[config.mk]
export PLATFORM = sky130hd
export DESIGN_NAME = vfo_pulse_steer
export DESIGN_NICKNAME = d
export VERILOG_FILES = /design/src/rtl/vfo_pkg.sv /design/src/rtl/vfo_datapath.sv /design/src/rtl/vfo_ctrl.sv /design/src/rtl/vfo_pulse_steer.sv
export SDC_FILE = /design/constraint.sdc
export NUM_CORES = 1
export LEC_CHECK = 0
export BUFFER_PORTS_ARGS = -buffer_cell sky130_fd_sc_hd__buf_2
export CAP_MARGIN = 40
export CORE_UTILIZATION = 45
export DETAILED_ROUTE_END_ITERATION = 7
export GPL_TIMING_DRIVEN = 0
export PLACE_DENSITY_LB_ADDON = 0.12
export SKIP_LAST_GASP = 1
export SLEW_MARGIN = 20
export SYNTH_ARGS = -nofsm -noshare
export SYNTH_HDL_FRONTEND = slang
export SYNTH_SLANG_ARGS = --single-unit
[constraint.sdc]
create_clock -name clk -period 3 [get_ports clk]
set_input_delay 0.15 -clock clk [delete_from_list [all_inputs] [get_ports clk]]
set_output_delay 0.15 -clock clk [all_outputs]
set_load 0.01 [all_outputs]
[src/rtl/vfo_pkg.sv]
package vfo_pkg;
  timeunit 1ns; timeprecision 100ps;

  typedef enum logic {
    PH_CHARGE    = 1'b0,
    PH_DISCHARGE = 1'b1
  } phase_e;

  // strobes from control to datapath
  typedef struct packed {
    logic restart;   // inhibit: return to start of charge
    logic startDis;  // charge finished, begin discharge and one-shot
    logic endDis;    // discharge finished, begin charge
    logic inDis;     // currently in discharge phase
  } vfo_strobe_t;

  // status from datapath to control
  typedef struct packed {
    logic chgDone;   // last cycle of charge phase
    logic disDone;   // last cycle of discharge phase
    logic osRun;     // one-shot still running
  } vfo_status_t;
endpackage

[src/rtl/vfo_datapath.sv]
module vfo_datapath
  import vfo_pkg::*;
#(
  parameter int CNT_W = 16
) (
  input  logic              clk,
  input  logic              rstN,
  input  vfo_strobe_t       strobe,
  input  logic [CNT_W-1:0]  freqCmd,
  input  logic [CNT_W-1:0]  cmdMin,
  input  logic [CNT_W-1:0]  cmdMax,
  input  logic [CNT_W-1:0]  deadCnt,
  input  logic [CNT_W-1:0]  osCnt,
  output vfo_status_t       status
);
  timeunit 1ns; timeprecision 100ps;

  localparam logic [CNT_W-1:0] ONE  = CNT_W'(1);
  localparam logic [CNT_W-1:0] ZERO = '0;
  localparam logic [CNT_W-1:0] TOP  = '1;

  logic [CNT_W-1:0] phaseCnt;   // cycles elapsed in current phase
  logic [CNT_W-1:0] disLenQ;    // discharge length captured at phase start
  logic [CNT_W-1:0] osLeft;     // one-shot cycles remaining

  logic [CNT_W-1:0] chargeLen, osLen, cmdLo, cmdClamped, disRaw, disLenNew;

  always_comb begin
    chargeLen  = (deadCnt == ZERO) ? ONE : deadCnt;
    osLen      = (osCnt == ZERO) ? ONE : osCnt;
    cmdLo      = (freqCmd < cmdMin) ? cmdMin : freqCmd;
    cmdClamped = (cmdLo > cmdMax) ? cmdMax : cmdLo;
    disRaw     = TOP - cmdClamped;
    disLenNew  = (disRaw == ZERO) ? ONE : disRaw;
  end

  always_comb begin
    status.chgDone = (phaseCnt >= (chargeLen - ONE));
    status.disDone = (phaseCnt >= (disLenQ - ONE));
    status.osRun   = (osLeft != ZERO);
  end

  always_ff @(posedge clk or negedge rstN) begin
    if (!rstN) begin
      phaseCnt <= ZERO;
      disLenQ  <= ONE;
      osLeft   <= ZERO;
    end else if (strobe.restart) begin
      phaseCnt <= ZERO;
      osLeft   <= ZERO;
    end else if (strobe.startDis) begin
      phaseCnt <= ZERO;
      disLenQ  <= disLenNew;
      osLeft   <= osLen;
    end else if (strobe.endDis) begin
      phaseCnt <= ZERO;
      osLeft   <= ZERO;
    end else begin
      phaseCnt <= phaseCnt + ONE;
      if (strobe.inDis && osLeft != ZERO) osLeft <= osLeft - ONE;
    end
  end
endmodule

[src/rtl/vfo_ctrl.sv]
module vfo_ctrl
  import vfo_pkg::*;
(
  input  logic        clk,
  input  logic        rstN,
  input  logic        inhibit,
  input  logic        faultBlank,
  input  vfo_status_t status,
  output vfo_strobe_t strobe,
  output logic        outA,
  output logic        outB
);
  timeunit 1ns; timeprecision 100ps;

  phase_e phase;
  logic   toB;      // destination of the current pulse; reset to 1 so the first toggle selects A
  logic   ton;

  always_comb begin
    strobe.restart  = inhibit;
    strobe.startDis = !inhibit && (phase == PH_CHARGE) && status.chgDone;
    strobe.endDis   = !inhibit && (phase == PH_DISCHARGE) && status.disDone;
    strobe.inDis    = (phase == PH_DISCHARGE);
    ton             = (phase == PH_DISCHARGE) && status.osRun;
  end

  always_ff @(posedge clk or negedge rstN) begin
    if (!rstN) begin
      phase <= PH_CHARGE;
      toB   <= 1'b1;
      outA  <= 1'b0;
      outB  <= 1'b0;
    end else begin
      outA <= ton && !toB && !faultBlank;
      outB <= ton &&  toB && !faultBlank;
      if (inhibit) begin
        phase <= PH_CHARGE;
        toB   <= 1'b1;
      end else if (strobe.startDis) begin
        phase <= PH_DISCHARGE;
        toB   <= ~toB;
      end else if (strobe.endDis) begin
        phase <= PH_CHARGE;
      end
    end
  end
endmodule

[src/rtl/vfo_pulse_steer.sv]
module vfo_pulse_steer
  import vfo_pkg::*;
#(
  parameter int CNT_W = 16
) (
  input  logic             clk,
  input  logic             rstN,
  input  logic             inhibit,
  input  logic             faultBlank,
  input  logic [CNT_W-1:0] freqCmd,
  input  logic [CNT_W-1:0] cmdMin,
  input  logic [CNT_W-1:0] cmdMax,
  input  logic [CNT_W-1:0] deadCnt,
  input  logic [CNT_W-1:0] osCnt,
  output logic             outA,
  output logic             outB
);
  timeunit 1ns; timeprecision 100ps;

  vfo_strobe_t strobe;
  vfo_status_t status;

  vfo_ctrl u_ctrl (
    .clk(clk), .rstN(rstN), .inhibit(inhibit), .faultBlank(faultBlank),
    .status(status), .strobe(strobe), .outA(outA), .outB(outB)
  );

  vfo_datapath #(.CNT_W(CNT_W)) u_dp (
    .clk(clk), .rstN(rstN), .strobe(strobe),
    .freqCmd(freqCmd), .cmdMin(cmdMin), .cmdMax(cmdMax),
    .deadCnt(deadCnt), .osCnt(osCnt), .status(status)
  );
endmodule

==> results.toml <==
[run_status]
outcome = "finished with violations"
violations = "setup timing"

[power]
p_switching_w = 0.0008008
power_density_nw_per_um2 = 313.3
switching_share_pct = 36.17
seqPwrFrac_pct = 35.6
p_leak_nw = 3.276
p_int_w = 0.001413
combPwrFrac_pct = 44.5
total_power_w = 0.002214
vdd_ir_drop_max_mv = 0.1799
clkPwrFrac_pct = 19.8

[synthesis]
synth_xor_area_share_pct = 7.745
syn_area_per_cell_um2 = 8.420
ys_seq_area_share_pct = 26.20
netlist_instances = 591
syn_area_um2 = 4976
ys.warnings.count = 0
synth_flop_cell = "dfrtp_1"
synth_fp_nets = 742
synthSimpleGateAreaFrac_pct = 21.40
async_reset_ff_share_pct = 100.0
synthMuxAreaShare_pct = 0.4023
synth_edf_count = 0
yosys.cell_types.count = 64
synth_compound_area_share_pct = 22.15
synth_top_family_by_area = "compound AO/OA/AOI/OAI gates"
synthAdderAreaFrac_pct = 16.85
ys_ff_latch = 52

[route]
drt_first_pass_iters = 5
wire_per_inst_um = 16.68
vias = 5082
route.detailed.drc = 0
detail-route-antenna-nets = 0
wl_um = 14600
via_per_inst = 5.808
drt_iter0_drc = 328

[placed_design]
place_hpwl_um = 10460
gp_congestion = 0.8498
port_buffers = 85

[grt]
met3_usage_pct = 2.614
use_met1_pct = 31.24
grt.total_usage_pct = 25.58
top_usage_layer = "met2"
grt_max_degree = 53
grt.overflow.total = 0
grt_pass1_wl_um = 23480
use_met2_pct = 47.56
grt_pass1_vias = 4971
antenna_found_initial = 0

[run]
maxCapViolations = 0

[sta]
holdWs_ns = 0.09168
post-route-period-util_pct = 115.1
layout_min_cycle_time_ns = 3.453
tightest_slew_ns = 0.8522
max_freq_mhz = 289.6
hold_violations = 0
setup_viol = 49
rsz0062_at_grt = "yes"
layout_setup_ws_ns = -0.4529
relSlewSlack_pct = 43.19
slew_viol_final = 0
clock_skew_ns = 0.01662

[cells_and_area]
antenna_cells = 0
nNetsFinal = 885
drive_above_1_share_pct = 37.96
n_fill_cell = 874
area_growth_pct = 42.02

[clocking]
clk_pin_slew_ns = 0.10
clock_path_buffers = 2
cts_max_level = 2
cts_buffers = 5
cts.sinks = 52
clk_latency_ns = 0.32
cts_tree = "built"
clockRootBuffer = "clkbuf_8"

[floorplan]
die_x_um = 107.2
initial_utilization_pct = 46.10
die_h_um = 107.2
io_pins = 86
die-area_um2 = 11480
coreArea_um2 = 10790
row_count = 38

[worst_setup_path]
crit_path_frequent_cell = "buf_4"
worst-path-buf-inv = 2
start_kind = "flop"
slowest_delay_ns = 0.46
end_kind = "flop"
crit_family = "simple AND/OR/NAND/NOR gates"
critPathKind = "reg2reg"
crit_chain = "nor4_4 -> nand2_1 -> nor4_2 -> xnor2_1 -> ha_1 -> and4_1 -> a221o_1 -> o21bai_1 -> and3_4 -> a21oi_4 -> buf_4 -> buf_4 -> o22ai_1 -> o2bb2ai_2"
arrival_ns = 3.70
critical_path_required_ns = 3.25
cp_max_fo = 5
crit_slowest_cell = "dfrtp_1"

[min_path]
holdCritPathClass = "in2reg"
[synth_stat cells, types with 10 or more instances]
| cell type | instances | area (µm²) |
|---|---|---|
| ha_1 | 67 | 838.3 |
| nor2_1 | 61 | 229.0 |
| dfrtp_1 | 50 | 1251 |
| inv_1 | 44 | 165.2 |
| nand2_1 | 41 | 153.9 |
| xnor2_1 | 23 | 201.4 |
| xor2_1 | 21 | 183.9 |
| nor3_1 | 20 | 100.1 |
| o21ai_0 | 20 | 100.1 |
| a22oi_1 | 19 | 142.6 |
| nand4_1 | 19 | 118.9 |
| a21oi_1 | 16 | 80.08 |
| nand3_1 | 16 | 80.08 |
| o31ai_1 | 16 | 120.1 |
| a21o_1 | 13 | 97.59 |
| o22ai_1 | 11 | 68.82 |
| nor4_1 | 10 | 62.56 |
[flip-flops by register name, summed over array words and instances (netlist names)]
name           cells
u_ctrl.outA        1
u_ctrl.phase       1
u_dp.disLenQ      16
u_dp.osLeft       16
u_ctrl.toB         1
u_dp.phaseCnt     16
u_ctrl.outB        1
[what timing repair did]
item                                    4_1_cts  5_1_grt
pin swaps                                    31       28
gates resized for setup                     103       55
setup buffers                                20       20
hold buffers                                  2        0
endpoints found under the setup margin       50       50
cloned                                        8        3
hold endpoints to repair                     52        0
[logic make-up after synthesis]
kind of cell	count (synthesis)
buf+inv	64
compound gates	153
flops	52
fa+ha+maj	67
simple gates	209
mux	2
xor+xnor	44
[worst reg2reg max path: cells and delay by family (launching register included)]
family	cells	cell delay, ns
flip-flops	1	0.46
XOR/XNOR	1	0.16
AND/OR/NAND/NOR	5	1.24
adder cells (fa/ha/maj)	1	0.26
AO/OA/AOI/OAI	5	0.98
buffers and inverters	2	0.29
[power by group through the flow]
stage	logic [W]	registers, W	clock network [W]
detailed placement	0.000838	0.000795	0
finish	0.000986	0.000789	0.000439
CTS	0.000953	0.000787	0.000454
floorplan	0.000597	0.000783	0
global route	0.00110	0.000796	0.000473
global placement	0.000806	0.000794	0
[cell type report]
class	instances	area [µm²]	share of cell area [%]
repair buffers	135	929.6	13.16
plain buffers	20	261.5	3.700
inverters	44	187.7	2.656
clock buffers	8	100.1	1.416
multi-input cells	476	4106	58.11
flip-flops and latches	52	1306	18.48
well taps	140	175.2	2.479
[worst paths after layout]
path,start,endpoint,slack [ns],cells after the start
max in group asynchronous,rstN,u_dp.disLenQ[2]$_DFFE_PN0P_,2.12,2
setup reg to reg,u_dp.disLenQ[3]$_DFFE_PN0P_,u_dp.osLeft[10]$_DFFE_PN0P_,-0.45,14
setup / recovery,u_dp.disLenQ[3]$_DFFE_PN0P_,u_dp.osLeft[10]$_DFFE_PN0P_,-0.45,14
hold reg to reg,u_dp.phaseCnt[0]$_DFF_PN0_,u_dp.phaseCnt[0]$_DFF_PN0_,0.52,1
hold / removal,osCnt[9],u_dp.osLeft[9]$_DFFE_PN0P_,0.09,3
min in group asynchronous,rstN,u_dp.osLeft[13]$_DFFE_PN0P_,0.39,2
[metrics by stage]
| step | instance area (µm²) | worst slack (ns) | instances | setup TNS (ns) | util (%) |
|---|---|---|---|---|---|
| finish | 7067 | -0.4529 | 875 | -15.64 | 65.48 |
| global route | 7067 | -0.6202 | 875 | -24.84 | 65.48 |
| CTS | 6660 | -0.3859 | 854 | -12.53 | 61.71 |
| detailed placement | 5866 | -0.9257 | 816 | -38.71 | 54.35 |
| global placement | 5863 | -0.8388 | 816 | -35.52 | 54.32 |
| floorplan | 5263 | -0.2703 | 591 | -7.523 | - |
[cells in the final DEF (no fill, tap or decap), drive strengths merged, types with 8 or more instances in the layout]
cell / Yosys / routed
o31ai: 16 / 16
a21oi: 17 / 17
inv: 44 / 44
nor2: 61 / 61
nor4: 12 / 12
xnor2: 23 / 23
dfrtp: 50 / 50
ha: 67 / 67
o22ai: 11 / 11
a22oi: 19 / 19
nand4: 19 / 19
o2bb2ai: 8 / 8
buf: 12 / 141
o21ai: 24 / 24
a21o: 14 / 15
nor3: 21 / 21
nand2: 41 / 41
xor2: 21 / 21
clkbuf: 8 / 20
nand3: 16 / 16
[per-layer routing]
layer	vias up	wire length (µm)
li1	2495	-
met1	2424	6215
met2	142	7500
met3	21	607
met4	0	274
met5	-	0
Power figures use the tool's default switching activity.
